## config.mk

```make
export PLATFORM = sky130hd
export DESIGN_NAME = irq_combiner
export DESIGN_NICKNAME = d
export VERILOG_FILES = /design/src/rtl/irqc_pkg.sv /design/src/rtl/irqc_group.sv /design/src/rtl/irqc_regif.sv /design/src/rtl/irq_combiner.sv
export SDC_FILE = /design/constraint.sdc
export NUM_CORES = 1
export LEC_CHECK = 0
export BUFFER_PORTS_ARGS = -buffer_cell sky130_fd_sc_hd__buf_4
export CAP_MARGIN = 5
export CORE_MARGIN = 4
export CORE_UTILIZATION = 40
export CTS_CLUSTER_DIAMETER = 120
export DETAILED_ROUTE_END_ITERATION = 8
export SETUP_SLACK_MARGIN = 0.4
export SLEW_MARGIN = 20
export SYNTH_ARGS = -nofsm -noshare
export SYNTH_HDL_FRONTEND = slang
export SYNTH_SLANG_ARGS = --single-unit
```

## constraint.sdc

```tcl
create_clock -name clk -period 2 [get_ports clk]
set_input_delay 0.1 -clock clk [delete_from_list [all_inputs] [get_ports clk]]
set_output_delay 0.1 -clock clk [all_outputs]
set_load 0.01 [all_outputs]
```

## src/rtl/irqc_pkg.sv

```systemverilog
`timescale 1ns/1ps
package irqc_pkg;
  localparam int SRC_W        = 8;
  localparam int GRP_PER_QUAD = 4;
  localparam int WORD_W       = SRC_W * GRP_PER_QUAD;

  typedef enum logic [1:0] {
    WORD_SET = 2'd0,
    WORD_CLR = 2'd1,
    WORD_RAW = 2'd2,
    WORD_MSK = 2'd3
  } word_e;

  // word selector inside a 16-byte block
  function automatic word_e word_of(input logic [3:0] low_addr);
    return word_e'(low_addr[3:2]);
  endfunction

  // next enable vector for one group given set and clear bytes
  function automatic logic [SRC_W-1:0] next_mask(input logic [SRC_W-1:0] cur,
                                                  input logic [SRC_W-1:0] set_b,
                                                  input logic [SRC_W-1:0] clr_b);
    return (cur | set_b) & ~clr_b;
  endfunction

  // group request level
  function automatic logic group_level(input logic [SRC_W-1:0] pend,
                                       input logic [SRC_W-1:0] mask);
    return |(pend & mask);
  endfunction
endpackage

```

## src/rtl/irqc_group.sv

```systemverilog
`timescale 1ns/1ps
module irqc_group
  import irqc_pkg::*;
#(
  parameter bit ACCEPT = 1'b1
) (
  input  logic             clk,
  input  logic             rst_n,
  input  logic [SRC_W-1:0] src,
  input  logic [SRC_W-1:0] set_bits,
  input  logic [SRC_W-1:0] clr_bits,
  output logic [SRC_W-1:0] pend,
  output logic [SRC_W-1:0] mask,
  output logic             active
);
  always_ff @(posedge clk or negedge rst_n) begin
    if (!rst_n) mask <= '0;
    else        mask <= next_mask(mask, set_bits, clr_bits);
  end

  generate
    if (ACCEPT) begin : g_live
      always_ff @(posedge clk or negedge rst_n) begin
        if (!rst_n) pend <= '0;
        else        pend <= src;
      end
    end else begin : g_dead
      logic [SRC_W-1:0] unused_src;
      assign unused_src = src;
      assign pend = '0;
    end
  endgenerate

  assign active = group_level(pend, mask);
endmodule

```

## src/rtl/irqc_regif.sv

```systemverilog
`timescale 1ns/1ps
module irqc_regif
  import irqc_pkg::*;
#(
  parameter int NUM_GROUPS = 64,
  parameter int ADDR_W     = 9
) (
  input  logic                        clk,
  input  logic                        rst_n,
  input  logic                        valid,
  input  logic                        write,
  input  logic [ADDR_W-1:0]           addr,
  input  logic [WORD_W-1:0]           wdata,
  input  logic [NUM_GROUPS*SRC_W-1:0] pend_flat,
  input  logic [NUM_GROUPS*SRC_W-1:0] mask_flat,
  input  logic [NUM_GROUPS-1:0]       active,
  output logic [NUM_GROUPS*SRC_W-1:0] set_flat,
  output logic [NUM_GROUPS*SRC_W-1:0] clr_flat,
  output logic                        acc_illegal,
  output logic [WORD_W-1:0]           rdata,
  output logic                        err
);
  localparam int NUM_QUADS  = NUM_GROUPS / GRP_PER_QUAD;
  localparam int QW         = $clog2(NUM_QUADS);
  localparam int SUM_BASE   = NUM_QUADS * 16;
  localparam int SUM_WORDS  = NUM_GROUPS / WORD_W;
  localparam int REGION_END = SUM_BASE + SUM_WORDS * 4;

  logic          in_quads, in_sum, wr_set, wr_clr;
  logic [QW-1:0] q_idx;
  word_e         word;
  int            q_int, s_int;
  logic [WORD_W-1:0] rd_word;
  logic [WORD_W-1:0] quad_pend, quad_mask;

  assign in_quads = addr < ADDR_W'(SUM_BASE);
  assign in_sum   = !in_quads && (addr < ADDR_W'(REGION_END));
  assign q_idx    = addr[QW+3:4];
  assign word     = word_of(addr[3:0]);
  assign q_int    = int'(q_idx);
  assign s_int    = int'(addr[ADDR_W-1:2]) - SUM_BASE / 4;

  assign wr_set = valid && write && in_quads && (word == WORD_SET);
  assign wr_clr = valid && write && in_quads && (word == WORD_CLR);

  assign acc_illegal = valid && ((!in_quads && !in_sum) ||
                       (write && !(in_quads && (word == WORD_SET || word == WORD_CLR))));

  genvar g;
  generate
    for (g = 0; g < NUM_GROUPS; g++) begin : g_lane
      localparam int LANE = g % GRP_PER_QUAD;
      assign set_flat[g*SRC_W +: SRC_W] = (wr_set && q_idx == QW'(g / GRP_PER_QUAD)) ?
                                          wdata[LANE*SRC_W +: SRC_W] : '0;
      assign clr_flat[g*SRC_W +: SRC_W] = (wr_clr && q_idx == QW'(g / GRP_PER_QUAD)) ?
                                          wdata[LANE*SRC_W +: SRC_W] : '0;
    end
  endgenerate

  assign quad_pend = pend_flat[q_int*WORD_W +: WORD_W];
  assign quad_mask = mask_flat[q_int*WORD_W +: WORD_W];

  always_comb begin
    rd_word = '0;
    if (in_quads) begin
      case (word)
        WORD_RAW: rd_word = quad_pend;
        WORD_MSK: rd_word = quad_pend & quad_mask;
        default:  rd_word = '0;
      endcase
    end else if (in_sum && s_int >= 0 && s_int < SUM_WORDS) begin
      rd_word = active[s_int*WORD_W +: WORD_W];
    end
  end

  always_ff @(posedge clk or negedge rst_n) begin
    if (!rst_n) begin
      rdata <= '0;
      err   <= 1'b0;
    end else begin
      rdata <= (valid && !write && !acc_illegal) ? rd_word : '0;
      err   <= acc_illegal;
    end
  end
endmodule

```

## src/rtl/irq_combiner.sv

```systemverilog
`timescale 1ns/1ps
module irq_combiner
  import irqc_pkg::*;
#(
  parameter int NUM_GROUPS      = 64,
  parameter int ADDR_W          = 9,
  parameter bit EXT_MODE        = 1'b0,
  parameter int EXT_GROUP_LIMIT = 64
) (
  input  logic                        clk,
  input  logic                        rst_n,
  input  logic [NUM_GROUPS*SRC_W-1:0] irq_in,
  input  logic                        reg_valid,
  input  logic                        reg_write,
  input  logic [ADDR_W-1:0]           reg_addr,
  input  logic [WORD_W-1:0]           reg_wdata,
  output logic [WORD_W-1:0]           reg_rdata,
  output logic                        reg_err,
  output logic [NUM_GROUPS-1:0]       grp_out
);
  localparam int NBITS = NUM_GROUPS * SRC_W;

  logic [NBITS-1:0] pend_flat, mask_flat, set_flat, clr_flat;
  logic             acc_illegal;

  genvar g;
  generate
    for (g = 0; g < NUM_GROUPS; g++) begin : g_grp
      localparam bit ACC = !EXT_MODE || (g < EXT_GROUP_LIMIT);
      irqc_group #(.ACCEPT(ACC)) u_grp (
        .clk      (clk),
        .rst_n    (rst_n),
        .src      (irq_in[g*SRC_W +: SRC_W]),
        .set_bits (set_flat[g*SRC_W +: SRC_W]),
        .clr_bits (clr_flat[g*SRC_W +: SRC_W]),
        .pend     (pend_flat[g*SRC_W +: SRC_W]),
        .mask     (mask_flat[g*SRC_W +: SRC_W]),
        .active   (grp_out[g])
      );
    end
  endgenerate

  irqc_regif #(.NUM_GROUPS(NUM_GROUPS), .ADDR_W(ADDR_W)) u_regif (
    .clk         (clk),
    .rst_n       (rst_n),
    .valid       (reg_valid),
    .write       (reg_write),
    .addr        (reg_addr),
    .wdata       (reg_wdata),
    .pend_flat   (pend_flat),
    .mask_flat   (mask_flat),
    .active      (grp_out),
    .set_flat    (set_flat),
    .clr_flat    (clr_flat),
    .acc_illegal (acc_illegal),
    .rdata       (reg_rdata),
    .err         (reg_err)
  );
endmodule

```

==> metrics <==
violated checks negative setup slack; Vias 40,200; initial drt markers 5,311; final HPWL from detailed placement 147,000 µm; total gr overflow 0; fillers 8,381; FF+latch count, synth 1,057; Clock Latency Late Sink 730 ps; Max VDD drop 0.000640 V; Final ANT Viol Nets 0; outcome finished with violations; CTS clk-pin slew, worst paths 70 ps; type of origin of the critical path flip-flop; Tightest Hold Check Type input port to flip-flop; Layout Nets 5,517; final setup fails 21; pins over their slew limit 0; LEAKAGE 29.0 nW; Via density 6.15; Die Width 341 µm; drt wl/cell 32.2 µm; DR DRC count 0; clk root buf clkbuf_16; flop-to-flop setup slack 120 ps; DR pass1 iterations 8; drt total wl 210,000 µm; setup ws final -211 ps; most frequent cell after synthesis a21oi_1; area grow syn2layout 47.8%; hold slack 19.2 ps; Multi-input gate area 17,400 µm²; starting density of the core 0.405; Peak Freq 0.452 GHz; Syn Area/Cell 12.8 µm²; Tot GR Track Use 0.354; I/O pin cnt 654; largest net degree at the start of global routing 102; initial antenna violation count 12; GP Congestion 1.03; Die Area 116,000 µm²; Slew @ Worst Pin 887 ps; Cell Area, Placed 52,400 µm²; Synth area leaders dfrtp_1, a21oi_1, mux4_2; critical path class flip-flop to output port; Rows 121; post-synth net total 4,022; Max Cap Viol 0; Die Span Y 341 µm; top_reg_cell synth dfrtp_1; cell area power density 825 nW/µm²; Tmin final 2210 ps; layout cells sized above 1 0.379; final hold vios 0; Synth top cells by count a21oi_1, dfrtp_1, a22oi_1, mux4_2, clkbuf_1; H-tree levels 3; CP Capture Type output port; Port Buf Inserts 651; Bufs on Longest Clock Path 3; Post-synth EDFFs 0; yosys synthesis warning count 0; Inserted Clock Buffers 111; Req. time, crit path 1900 ps; first-pass GRT wire length 297,000 µm; RSZ-0062 raised after global routing yes; TritonCTS Sinks 1,057; period utilization 1.11; post-layout power 54.1 mW; Synth Cell Area 44,300 µm²; area share of the largest cell type after synthesis 0.597; Worst EP arrival 2110 ps; post-route cell area 65,500 µm²; Core ar. 109,000 µm²; Post-Synthesis Cells 3,465; CTS tree yes; vias in the first global route 41,500; worst rel slew slack 0.407; FF+latch area 26,500 µm²; clk_skew 43.0 ps; post-synth cell types 44; post-synth top area cell dfrtp_1; register area share after synthesis 0.597; Async S/R FF share, synth 1.00; Critical Path Fanout Max 3
## registers in the layout, indices dropped and copies added, names as in the netlist
register,flops
g_grp.u_grp.mask,512
g_grp.u_grp.pend,512
u_regif.err,1
u_regif.rdata,32
## layer usage
| layer | vias to the layer above | routed length (µm) | global-route usage |
|---|---|---|---|
| li1 | 16200 | - | - |
| met1 | 20300 | 75100 | 0.447 |
| met2 | 3007 | 97600 | 0.563 |
| met3 | 742 | 22300 | 0.0812 |
| met4 | 2 | 15200 | 0.204 |
| met5 | - | 15 | 0 |
## per-stage QoR
stage / utilization / setup TNS, ps / cells / worst slack (ps)
6_report: 0.598 / -1860 / 6540 / -211
5_1_grt: 0.598 / -2000 / 6534 / -209
4_1_cts: 0.590 / -1570 / 6484 / -195
3_5_place_dp: 0.479 / -34260 / 5526 / -287
3_3_place_gp: 0.479 / -33670 / 5525 / -278
2_1_floorplan: - / 0 / 3465 / 359
## critical path, cell delays in order, from the launching register on
cell	delay (ps)
dfrtp_1	430
a22oi_2	360
nand4_1	250
buf_4	230
buf_6	120
## power breakdown
part           internal (mW)  leakage (nW)  total, mW  switching, mW
clock                   12.7          1.88       22.0           9.21
combinational           4.39          13.7       8.38           3.99
sequential              22.4          13.4       23.7           1.29
## cells by family after synthesis
group / after synthesis / synth area share
compound gates: 1443 / 0.185
flops: 1057 / 0.597
buf+inv: 368 / 0.0451
mux: 355 / 0.146
simple gates: 242 / 0.0274
## placed cells by master (no fill, tap or decap), types with 15 or more instances in the layout
cell and instances:
nor2_4 28, dfrtp_2 46, o211ai_1 22, dlygate4sd3_1 585, mux2_4 15, dfrtp_1 1011
nor3_2 15, o22ai_1 21, nor2_2 16, mux4_2 231, a21oi_1 1054, buf_12 71
a22oi_1 146, clkbuf_1 18, nand4_1 64, clkbuf_8 19, a22oi_2 135, buf_6 101
nor2_1 39, clkbuf_16 112, mux2i_1 93, clkinv_2 21, nand2_1 33, buf_4 986
## path summary, 6_finish.rpt
path / endpoint / startpoint / cells past startpoint
hold reg to reg: g_grp[50].u_grp.mask[3]$_DFF_PN0_ / g_grp[50].u_grp.mask[3]$_DFF_PN0_ / 2
min in group asynchronous: g_grp[16].u_grp.mask[0]$_DFF_PN0_ / rst_n / 3
hold / removal: g_grp[46].u_grp.pend[4]$_DFF_PN0_ / irq_in[372] / 2
setup reg to reg: u_regif.rdata[15]$_DFF_PN0_ / g_grp[47].u_grp.pend[2]$_DFF_PN0_ / 9
setup / recovery: grp_out[11] / g_grp[11].u_grp.mask[0]$_DFF_PN0_ / 4
max in group asynchronous: g_grp[4].u_grp.pend[6]$_DFF_PN0_ / rst_n / 4
## what timing repair did
action                     in CTS  in global routing
hold endpoints to repair     2053                 12
hold buffers                  585                  1
gates cloned                    0                  2
setup endpoints to repair      94                117
gates resized for setup       294                113
pin swaps                     170                 98
buffers inserted              167                 43
## layout make-up
| class | count | area share |
|---|---|---|
| clock inverter | 57 | 0.0112 |
| timing repair buffer | 1747 | 0.243 |
| multi-input combinational | 2042 | 0.265 |
| antenna | 11 | 0.000420 |
| sequential | 1057 | 0.405 |
| tap | 1476 | 0.0282 |
| clock buffer | 149 | 0.0478 |
| inverter | 1 | 0.0000764 |
Power figures use the tool's default switching activity.
